### src/rtl/fsc_pkg.sv
package fsc_pkg;
   typedef enum logic {
      REG_CTRL  = 1'b0,
      REG_RANGE = 1'b1
   } fsc_reg_e;

   localparam int unsigned MIN_SYNC_STAGES = 2;
endpackage

### src/rtl/fsc_regs.sv
module fsc_regs
   import fsc_pkg::*;
#(
   parameter int unsigned CNT_W   = 7,
   parameter int unsigned RANGE_W = 2,
   localparam int unsigned DATA_W = CNT_W + 1
) (
   input  logic               clk,
   input  logic               rst_n,
   input  logic               bus_addr,
   input  logic               bus_wr,
   input  logic [DATA_W-1:0]  bus_wdata,
   output logic [DATA_W-1:0]  bus_rdata,
   output logic [CNT_W-1:0]   cnt_cfg,
   output logic               fs_en,
   output logic [RANGE_W-1:0] user_range
);
   fsc_reg_e sel;
   assign sel = fsc_reg_e'(bus_addr);

   always_ff @(posedge clk or negedge rst_n) begin
      if (!rst_n) begin
         cnt_cfg <= '0;
         fs_en   <= 1'b0;
      end else if (bus_wr && sel == REG_CTRL) begin
         cnt_cfg <= bus_wdata[DATA_W-1:1];
         fs_en   <= bus_wdata[0];
      end
   end

   always_ff @(posedge clk or negedge rst_n) begin
      if (!rst_n) begin
         user_range <= '0;
      end else if (bus_wr && sel == REG_RANGE) begin
         user_range <= bus_wdata[RANGE_W-1:0];
      end
   end

   always_comb begin
      bus_rdata = '0;
      case (sel)
         REG_CTRL:  bus_rdata = {cnt_cfg, fs_en};
         REG_RANGE: bus_rdata[RANGE_W-1:0] = user_range;
         default:   bus_rdata = '0;
      endcase
   end
endmodule

### src/rtl/fsc_edge_sync.sv
module fsc_edge_sync #(
   parameter int unsigned STAGES = 2
) (
   input  logic clk,
   input  logic rst_n,
   input  logic async_in,
   output logic edge_pulse
);
   logic [STAGES:0] chain;

   for (genvar g = 0; g <= STAGES; g++) begin : g_stage
      if (g == 0) begin : g_first
         always_ff @(posedge clk or negedge rst_n) begin
            if (!rst_n) chain[0] <= 1'b0;
            else        chain[0] <= async_in;
         end
      end else begin : g_next
         always_ff @(posedge clk or negedge rst_n) begin
            if (!rst_n) chain[g] <= 1'b0;
            else        chain[g] <= chain[g-1];
         end
      end
   end

   assign edge_pulse = chain[STAGES-1] ^ chain[STAGES];
endmodule

### src/rtl/fsc_countdown.sv
module fsc_countdown #(
   parameter int unsigned CNT_W = 7
) (
   input  logic             clk,
   input  logic             rst_n,
   input  logic             enable,
   input  logic             reload,
   input  logic [CNT_W-1:0] load_val,
   output logic [CNT_W-1:0] count,
   output logic             active
);
   always_ff @(posedge clk or negedge rst_n) begin
      if (!rst_n)              count <= '0;
      else if (!enable)        count <= '0;
      else if (reload)         count <= load_val;
      else if (count != '0)    count <= count - 1'b1;
   end

   assign active = (count != '0);
endmodule

### src/rtl/fast_slew_ctrl.sv
module fast_slew_ctrl #(
   parameter int unsigned CNT_W       = 7,
   parameter int unsigned RANGE_W     = 2,
   parameter int unsigned SYNC_STAGES = 2,
   localparam int unsigned DATA_W     = CNT_W + 1
) (
   input  logic               clk,
   input  logic               rst_n,
   input  logic               bus_addr,
   input  logic               bus_wr,
   input  logic [DATA_W-1:0]  bus_wdata,
   output logic [DATA_W-1:0]  bus_rdata,
   input  logic               osc_in,
   output logic [RANGE_W-1:0] range_eff
);
   if (SYNC_STAGES < fsc_pkg::MIN_SYNC_STAGES) begin : g_bad_sync
      $error("fast_slew_ctrl: SYNC_STAGES below minimum");
   end
   if (CNT_W < 1) begin : g_bad_cnt
      $error("fast_slew_ctrl: CNT_W must be at least 1");
   end
   if (RANGE_W < 1 || RANGE_W > DATA_W) begin : g_bad_range
      $error("fast_slew_ctrl: RANGE_W out of range");
   end

   logic [CNT_W-1:0]   cnt_cfg;
   logic               fs_en;
   logic [RANGE_W-1:0] user_range;
   logic               reload;
   logic [CNT_W-1:0]   count;
   logic               active;

   fsc_regs #(.CNT_W(CNT_W), .RANGE_W(RANGE_W)) u_regs (
      .clk        (clk),
      .rst_n      (rst_n),
      .bus_addr   (bus_addr),
      .bus_wr     (bus_wr),
      .bus_wdata  (bus_wdata),
      .bus_rdata  (bus_rdata),
      .cnt_cfg    (cnt_cfg),
      .fs_en      (fs_en),
      .user_range (user_range)
   );

   fsc_edge_sync #(.STAGES(SYNC_STAGES)) u_sync (
      .clk        (clk),
      .rst_n      (rst_n),
      .async_in   (osc_in),
      .edge_pulse (reload)
   );

   fsc_countdown #(.CNT_W(CNT_W)) u_cnt (
      .clk      (clk),
      .rst_n    (rst_n),
      .enable   (fs_en),
      .reload   (reload),
      .load_val (cnt_cfg),
      .count    (count),
      .active   (active)
   );

   assign range_eff = (fs_en && active) ? {RANGE_W{1'b1}} : user_range;
endmodule

### config.mk
export PLATFORM = sky130hd
export DESIGN_NAME = fast_slew_ctrl
export DESIGN_NICKNAME = d
export VERILOG_FILES = /design/src/rtl/fsc_pkg.sv /design/src/rtl/fsc_regs.sv /design/src/rtl/fsc_edge_sync.sv /design/src/rtl/fsc_countdown.sv /design/src/rtl/fast_slew_ctrl.sv
export SDC_FILE = /design/constraint.sdc
export NUM_CORES = 1
export LEC_CHECK = 0
export ABC_CLOCK_PERIOD_IN_PS = 4400
export BUFFER_PORTS_ARGS = -buffer_cell sky130_fd_sc_hd__buf_4
export CAP_MARGIN = 20
export CORE_MARGIN = 2
export CORE_UTILIZATION = 55
export CTS_CLUSTER_DIAMETER = 120
export DETAILED_ROUTE_END_ITERATION = 12
export GPL_TIMING_DRIVEN = 0
export PLACE_DENSITY_LB_ADDON = 0.15
export SLEW_MARGIN = 15
export SYNTH_ARGS = -nofsm -noshare
export SYNTH_HDL_FRONTEND = slang
export SYNTH_SLANG_ARGS = --single-unit
### constraint.sdc
create_clock -name clk -period 4.4 [get_ports clk]
set_clock_uncertainty 0.15 [all_clocks]
set_input_delay 0.88 -clock clk [delete_from_list [all_inputs] [get_ports clk]]
set_output_delay 0.88 -clock clk [all_outputs]
set_load 0.01 [all_outputs]
==> results.json, run 1 <==
{
  "wl_per_cell_um": 13.2,
  "cts_tree": "done",
  "die_y_um": 46.6,
  "numCtsBuffers": 3,
  "clk_pin_slew_ns": 0.10,
  "antenna_cells": 0,
  "synth_xor_area_share_pct": 6.13,
  "synth_seq_area_share_pct": 50.1,
  "arrival_ns": 1.74,
  "muxShareOfSynthArea_pct": 15.0,
  "clock-root-buffer": "clkbuf_4",
  "synth-edff-count": 0,
  "grt-ovfl-total": 0,
  "firstDrtPassIters": 4,
  "criticalPathCategory": "in2out",
  "die_w_um": 46.6,
  "swShare_pct": 33.6,
  "fin_area_um2": 1210,
  "rows": 15,
  "grt_max_degree": 21,
  "p_seq_share_pct": 44.5,
  "drv_cap": 0,
  "hold_class": "reg2reg",
  "clock_latency_ns": 0.29,
  "antenna_found_initial": 0,
  "place_ws_ns": 1.62,
  "via_count": 662,
  "io_buffers": 21,
  "synth_adder_area_share_pct": 2.50,
  "cp-end-kind": "output port",
  "synth_cell_types": 23,
  "cts_hold_buf": 0,
  "nFillCells": 141,
  "holdWs_ns": 0.214,
  "layout_commonest_cell": "buf_4",
  "syn_inst": 82,
  "rrSetupSlack_ns": 2.71,
  "rsz0062_at_grt": "no",
  "areaGrowthSynthToFinish_pct": 21.2,
  "cts_buffer_depth": 2,
  "ant_nets": 0,
  "syn_area_um2": 1000,
  "synth_compound_area_share_pct": 8.14,
  "min_period_ns": 2.77,
  "tightest_slew_ns": 0.475,
  "cts_post_setup_buffers_inserted": 0,
  "gp_congestion": 0.726,
  "max_stage_delay_ns": 0.39,
  "intPower_w": 0.000380,
  "layout-drive-gt1-share_pct": 40.6,
  "yosys_most_used_dff": "dfrtp_1",
  "drt_iter0_drc": 15,
  "avgSynthCellArea_um2": 12.2,
  "vias_per_cell": 5.05,
  "p_leak_nw": 0.568,
  "grt_pass1_vias": 638,
  "cts_max_level": 1,
  "hold_viol": 0,
  "cpMaxStageDelayCell": "mux2_2",
  "drv_slew": 0,
  "power_frac_comb_pct": 41.1,
  "crit_required_ns": 3.37,
  "vdd_ir_drop_max_v": 0.000246,
  "routed_wirelength_um": 1730,
  "finalSetupViolCount": 0,
  "grt_pass1_wl_um": 2800,
  "final.period_utilization_pct": 62.9,
  "fmax_mhz": 362,
  "crit_path_cell_trace": "clkbuf_1 -> mux2_2 -> buf_4",
  "crit_fanout": 10,
  "crit_path_start_kind": "input port",
  "dpl_cell_area_um2": 1190,
  "outcome": "completed",
  "p_switching_w": 0.000193,
  "die_area_um2": 2170,
  "powerDensity_nw_per_um2": 473,
  "clockPowerShare_pct": 14.3,
  "synth_top_family_by_area": "simple AND/OR/NAND/NOR gates",
  "coreArea_um2": 1730,
  "io_pins": 23,
  "fin_ws_ns": 1.63,
  "relSlewSlack_pct": 68.2,
  "yosys.area_share.simple_pct": 16.1,
  "drcViolationCount": 0,
  "synthArstFlopShare_pct": 100,
  "nets": 123,
  "syn_nets": 97,
  "grt_usage_pct": 18.7,
  "layout_common_cells": "buf_4 (21), dfrtp_1 (20), mux2_2 (12), nor2b_1 (8), nand2_1 (7)",
  "synth-seq-cells": 20,
  "clock-sinks": 20,
  "fin_setup_tns_ns": 0,
  "dp_hpwl_um": 1340,
  "initial_utilization_pct": 57.9,
  "yosys_warnings": 0,
  "cts_resized": 0
}
[critical path, delay by kind of cell]
| family | cells | cell delay [ns] |
|---|---|---|
| buffers and inverters | 2 | 0.47 |
| multiplexers | 1 | 0.39 |
[worst paths after layout]
path,start,end,cells past startpoint
setup / recovery,bus_addr,bus_rdata[0],3
setup reg to reg,u_cnt.count[0],u_cnt.count[5],4
max in group asynchronous,rst_n,u_cnt.count[2],1
hold reg to reg,u_sync.chain[0],u_sync.chain[1],0
min in group asynchronous,rst_n,u_sync.chain[0],1
hold / removal,u_sync.chain[0],u_sync.chain[1],0
[cell families (layout without fill, tap and decap cells)]
logic type | Yosys count | after routing
buffers and inverters | 5 | 29
adders and majority gates | 2 | 2
and+or+nand+nor | 25 | 25
xor gates and xnor gates | 7 | 7
AOI/OAI and AO/OA | 10 | 10
DFF | 20 | 20
muxes | 13 | 13
[state kept, by name (all words and copies together) (netlist names)]
signal and flops:
u_sync.chain 3, u_regs.user_range 2, u_regs.cnt_cfg 7, u_regs.fs_en 1, u_cnt.count 7
[layout make-up]
| class | count | area [um^2] | share of cell area (%) |
|---|---|---|---|
| Multi-Input combinational cell | 57 | 479 | 39.6 |
| Timing Repair Buffer | 21 | 158 | 13.0 |
| Inverter | 2 | 7.51 | 0.620 |
| Tap cell | 25 | 31.3 | 2.58 |
| Buffer | 3 | 12.5 | 1.03 |
| Sequential cell | 20 | 500 | 41.3 |
| Clock buffer | 3 | 22.5 | 1.86 |
[cells in the mapped netlist (all sizes together) (2+ instances only)]
master  count  area (um^2)
xnor2       3         26.3
nand2       7         26.3
ha          2         25.0
o21ai       2         13.8
nand3       5         25.0
mux2       13          150
dfrtp      20          500
nor2b       8         50.1
a21o        2         17.5
xor2        4         35.0
a21boi      3         22.5
clkbuf      2         7.51
a32o        2         20.0
inv         2         7.51
[routing by layer]
layer | routed length (um) | global-route usage [%]
met1 | 793 | 26.1
met2 | 862 | 29.2
met3 | 64 | 2.35
met4 | 12 | 8.33
met5 | 0 | 0
[power by group through the flow]
stage / logic [W] / registers, W / clock network (W)
after global placement: 0.000234 / 0.000256 / 0
after floorplan: 0.000181 / 0.000250 / 0
after CTS: 0.000239 / 0.000255 / 0.0000854
after detailed placement: 0.000235 / 0.000259 / 0
final: 0.000236 / 0.000255 / 0.0000822
after global routing: 0.000263 / 0.000260 / 0.0000915
[stage by stage]
| stage | power [W] | util (%) | cells |
|---|---|---|---|
| final | 0.000573 | 70.1 | 131 |
| after floorplan | 0.000430 | - | 82 |
| after global placement | 0.000490 | 68.8 | 128 |
| after CTS | 0.000579 | 70.1 | 131 |
| after detailed placement | 0.000495 | 68.8 | 128 |
| after global routing | 0.000614 | 70.1 | 131 |
No activity file was read; power rests on OpenSTA's default activity.
==> run 2, diff against run 1 <==
- ABC_CLOCK_PERIOD_IN_PS: 4400 -> 2300
- CORE_UTILIZATION: 55 -> 46
- clock period: 4.4 -> 2.3 ns (I/O delays scaled with it)
==> results.json, run 2 (synthesized netlist as in run 1, its figures left out) <==
{
  "nets": 128,
  "drcViolationCount": 0,
  "met2WireLength_um": 1040,
  "routed_wirelength_um": 1980,
  "hold_class": "in2reg",
  "place_inst": 130,
  "largestRegisters": "u_cnt.count (7), u_regs.cnt_cfg (7), u_sync.chain (3)",
  "grt_pass1_vias": 740,
  "layout_common_cells": "buf_4 (25), dfrtp_1 (19), mux2_2 (12), nor2b_1 (8), nand2_1 (7)",
  "crit_start": "u_cnt.count[2]",
  "coreArea_um2": 2000,
  "drt_iter0_drc": 11,
  "clock-root-buffer": "clkbuf_4",
  "powerDensity_nw_per_um2": 923,
  "via_count": 710,
  "place_ws_ns": 0.315,
  "hold_viol": 0,
  "grt_pass1_wl_um": 3260,
  "top_layer": "met4",
  "cts_buffer_depth": 2,
  "rows": 16,
  "areaGrowthSynthToFinish_pct": 25.5,
  "antenna_found_initial": 0,
  "fin_cells": 138,
  "met1Wirelength_um": 872,
  "drv_slew": 0,
  "cts_tree": "done",
  "crit_required_ns": 1.69,
  "vias_per_cell": 5.14,
  "arrival_ns": 1.64,
  "clock_latency_ns": 0.29,
  "io_pins": 23,
  "grt_usage_pct": 16.9,
  "layout-drive-gt1-share_pct": 43.2,
  "holdCritStartpoint": "osc_in",
  "io_buffers": 21,
  "final_core_util_pct": 62.7,
  "cts_max_level": 1,
  "relSlewSlack_pct": 66.1,
  "min_period_ns": 2.25,
  "firstDrtPassIters": 4,
  "initial_utilization_pct": 49.9,
  "layout_commonest_cell": "buf_4",
  "die_area_um2": 2560,
  "p_leak_nw": 0.590,
  "final.period_utilization_pct": 98.0,
  "outcome": "completed",
  "tightest_slew_ns": 0.506,
  "clock-sinks": 20,
  "ant_nets": 0,
  "crit_fanout": 6,
  "die_w_um": 50.6,
  "cp-end-kind": "output port",
  "wl_met3_um": 42,
  "finalSetupViolCount": 0,
  "fin_ws_ns": 0.0455,
  "dp_hpwl_um": 1500,
  "drv_cap": 0,
  "grt-ovfl-total": 0,
  "nFillCells": 171,
  "die_y_um": 50.6,
  "vdd_ir_drop_max_v": 0.000471,
  "antenna_cells": 0,
  "clk_pin_slew_ns": 0.10,
  "reg2reg_from": "u_cnt.count[2]",
  "wl_per_cell_um": 14.3,
  "criticalPathCategory": "reg2out",
  "gp_congestion": 0.707,
  "fmax_mhz": 444,
  "crit_path_start_kind": "flop",
  "grt_max_degree": 21,
  "numCtsBuffers": 3
}
[run 2: cell types whose count changed in the layout (fill, tap and decap cells not counted), sizes merged]
| cell | change |
|---|---|
| buf | +4 |
| dlygate4sd3 | +1 |
[run 2: what timing repair did]
| item | in CTS | in global routing |
|---|---|---|
| hold buffers | 1 | 0 |
| pin swaps | 1 | 3 |
| buffers inserted | 0 | 4 |
| resized for setup | 0 | 1 |
| endpoints found under the hold margin | 20 | 0 |
| setup endpoints to repair | 2 | 2 |
[run 2: stage by stage]
stage	area (um^2)	power (W)	TNS, ns	hold slack, ns
2_1_floorplan	1000	0.000823	0	0.0144
3_3_place_gp	1190	0.000946	0	0.185
3_5_place_dp	1190	0.000959	0	0.203
4_1_cts	1220	0.00112	0	0.121
5_1_grt	1250	0.00124	-0.0135	0.113
6_report	1250	0.00116	0	0.121
[run 2: layout make-up]
cell class                      count  area, um^2  area share (%)
Buffer                              3        12.5           0.997
Inverter                            2        7.51           0.598
Multi-Input combinational cell     57         479            38.2
Clock buffer                        3        22.5            1.79
Sequential cell                    20         502            40.0
Tap cell                           27        33.8            2.69
Timing Repair Buffer               26         198            15.8
[run 2: layer usage]
layer | global-route usage, % | vias to the layer above
li1 | - | 342
met1 | 21.7 | 352
met2 | 29.6 | 12
met3 | 1.79 | 4
met4 | 5.41 | 0
met5 | 0 | -
[run 2: worst max-delay path, cell delays in order (launching register included)]
cell and delay, ns:
dfrtp_2 0.46, nor4_4 0.36, nand3b_4 0.16, a21o_2 0.24, buf_4 0.14
[run 2: final timing paths]
kind	endpoint	slack (ns)	depth (start not counted)
hold / removal	u_sync.chain[0]	0.12	1
setup reg to reg	u_cnt.count[5]	0.51	5
max in group asynchronous	u_cnt.count[2]	1.36	2
min in group asynchronous	u_sync.chain[0]	0.42	2
setup / recovery	range_eff[0]	0.05	4
hold reg to reg	u_sync.chain[1]	0.24	0
[run 2: where the power goes]
| group | switching (W) | internal (W) | total (W) |
|---|---|---|---|
| clock | 0.0000972 | 0.0000609 | 0.000158 |
| combinational | 0.000225 | 0.000287 | 0.000512 |
| sequential | 0.0000689 | 0.000419 | 0.000488 |
| total | 0.000391 | 0.000767 | 0.00116 |
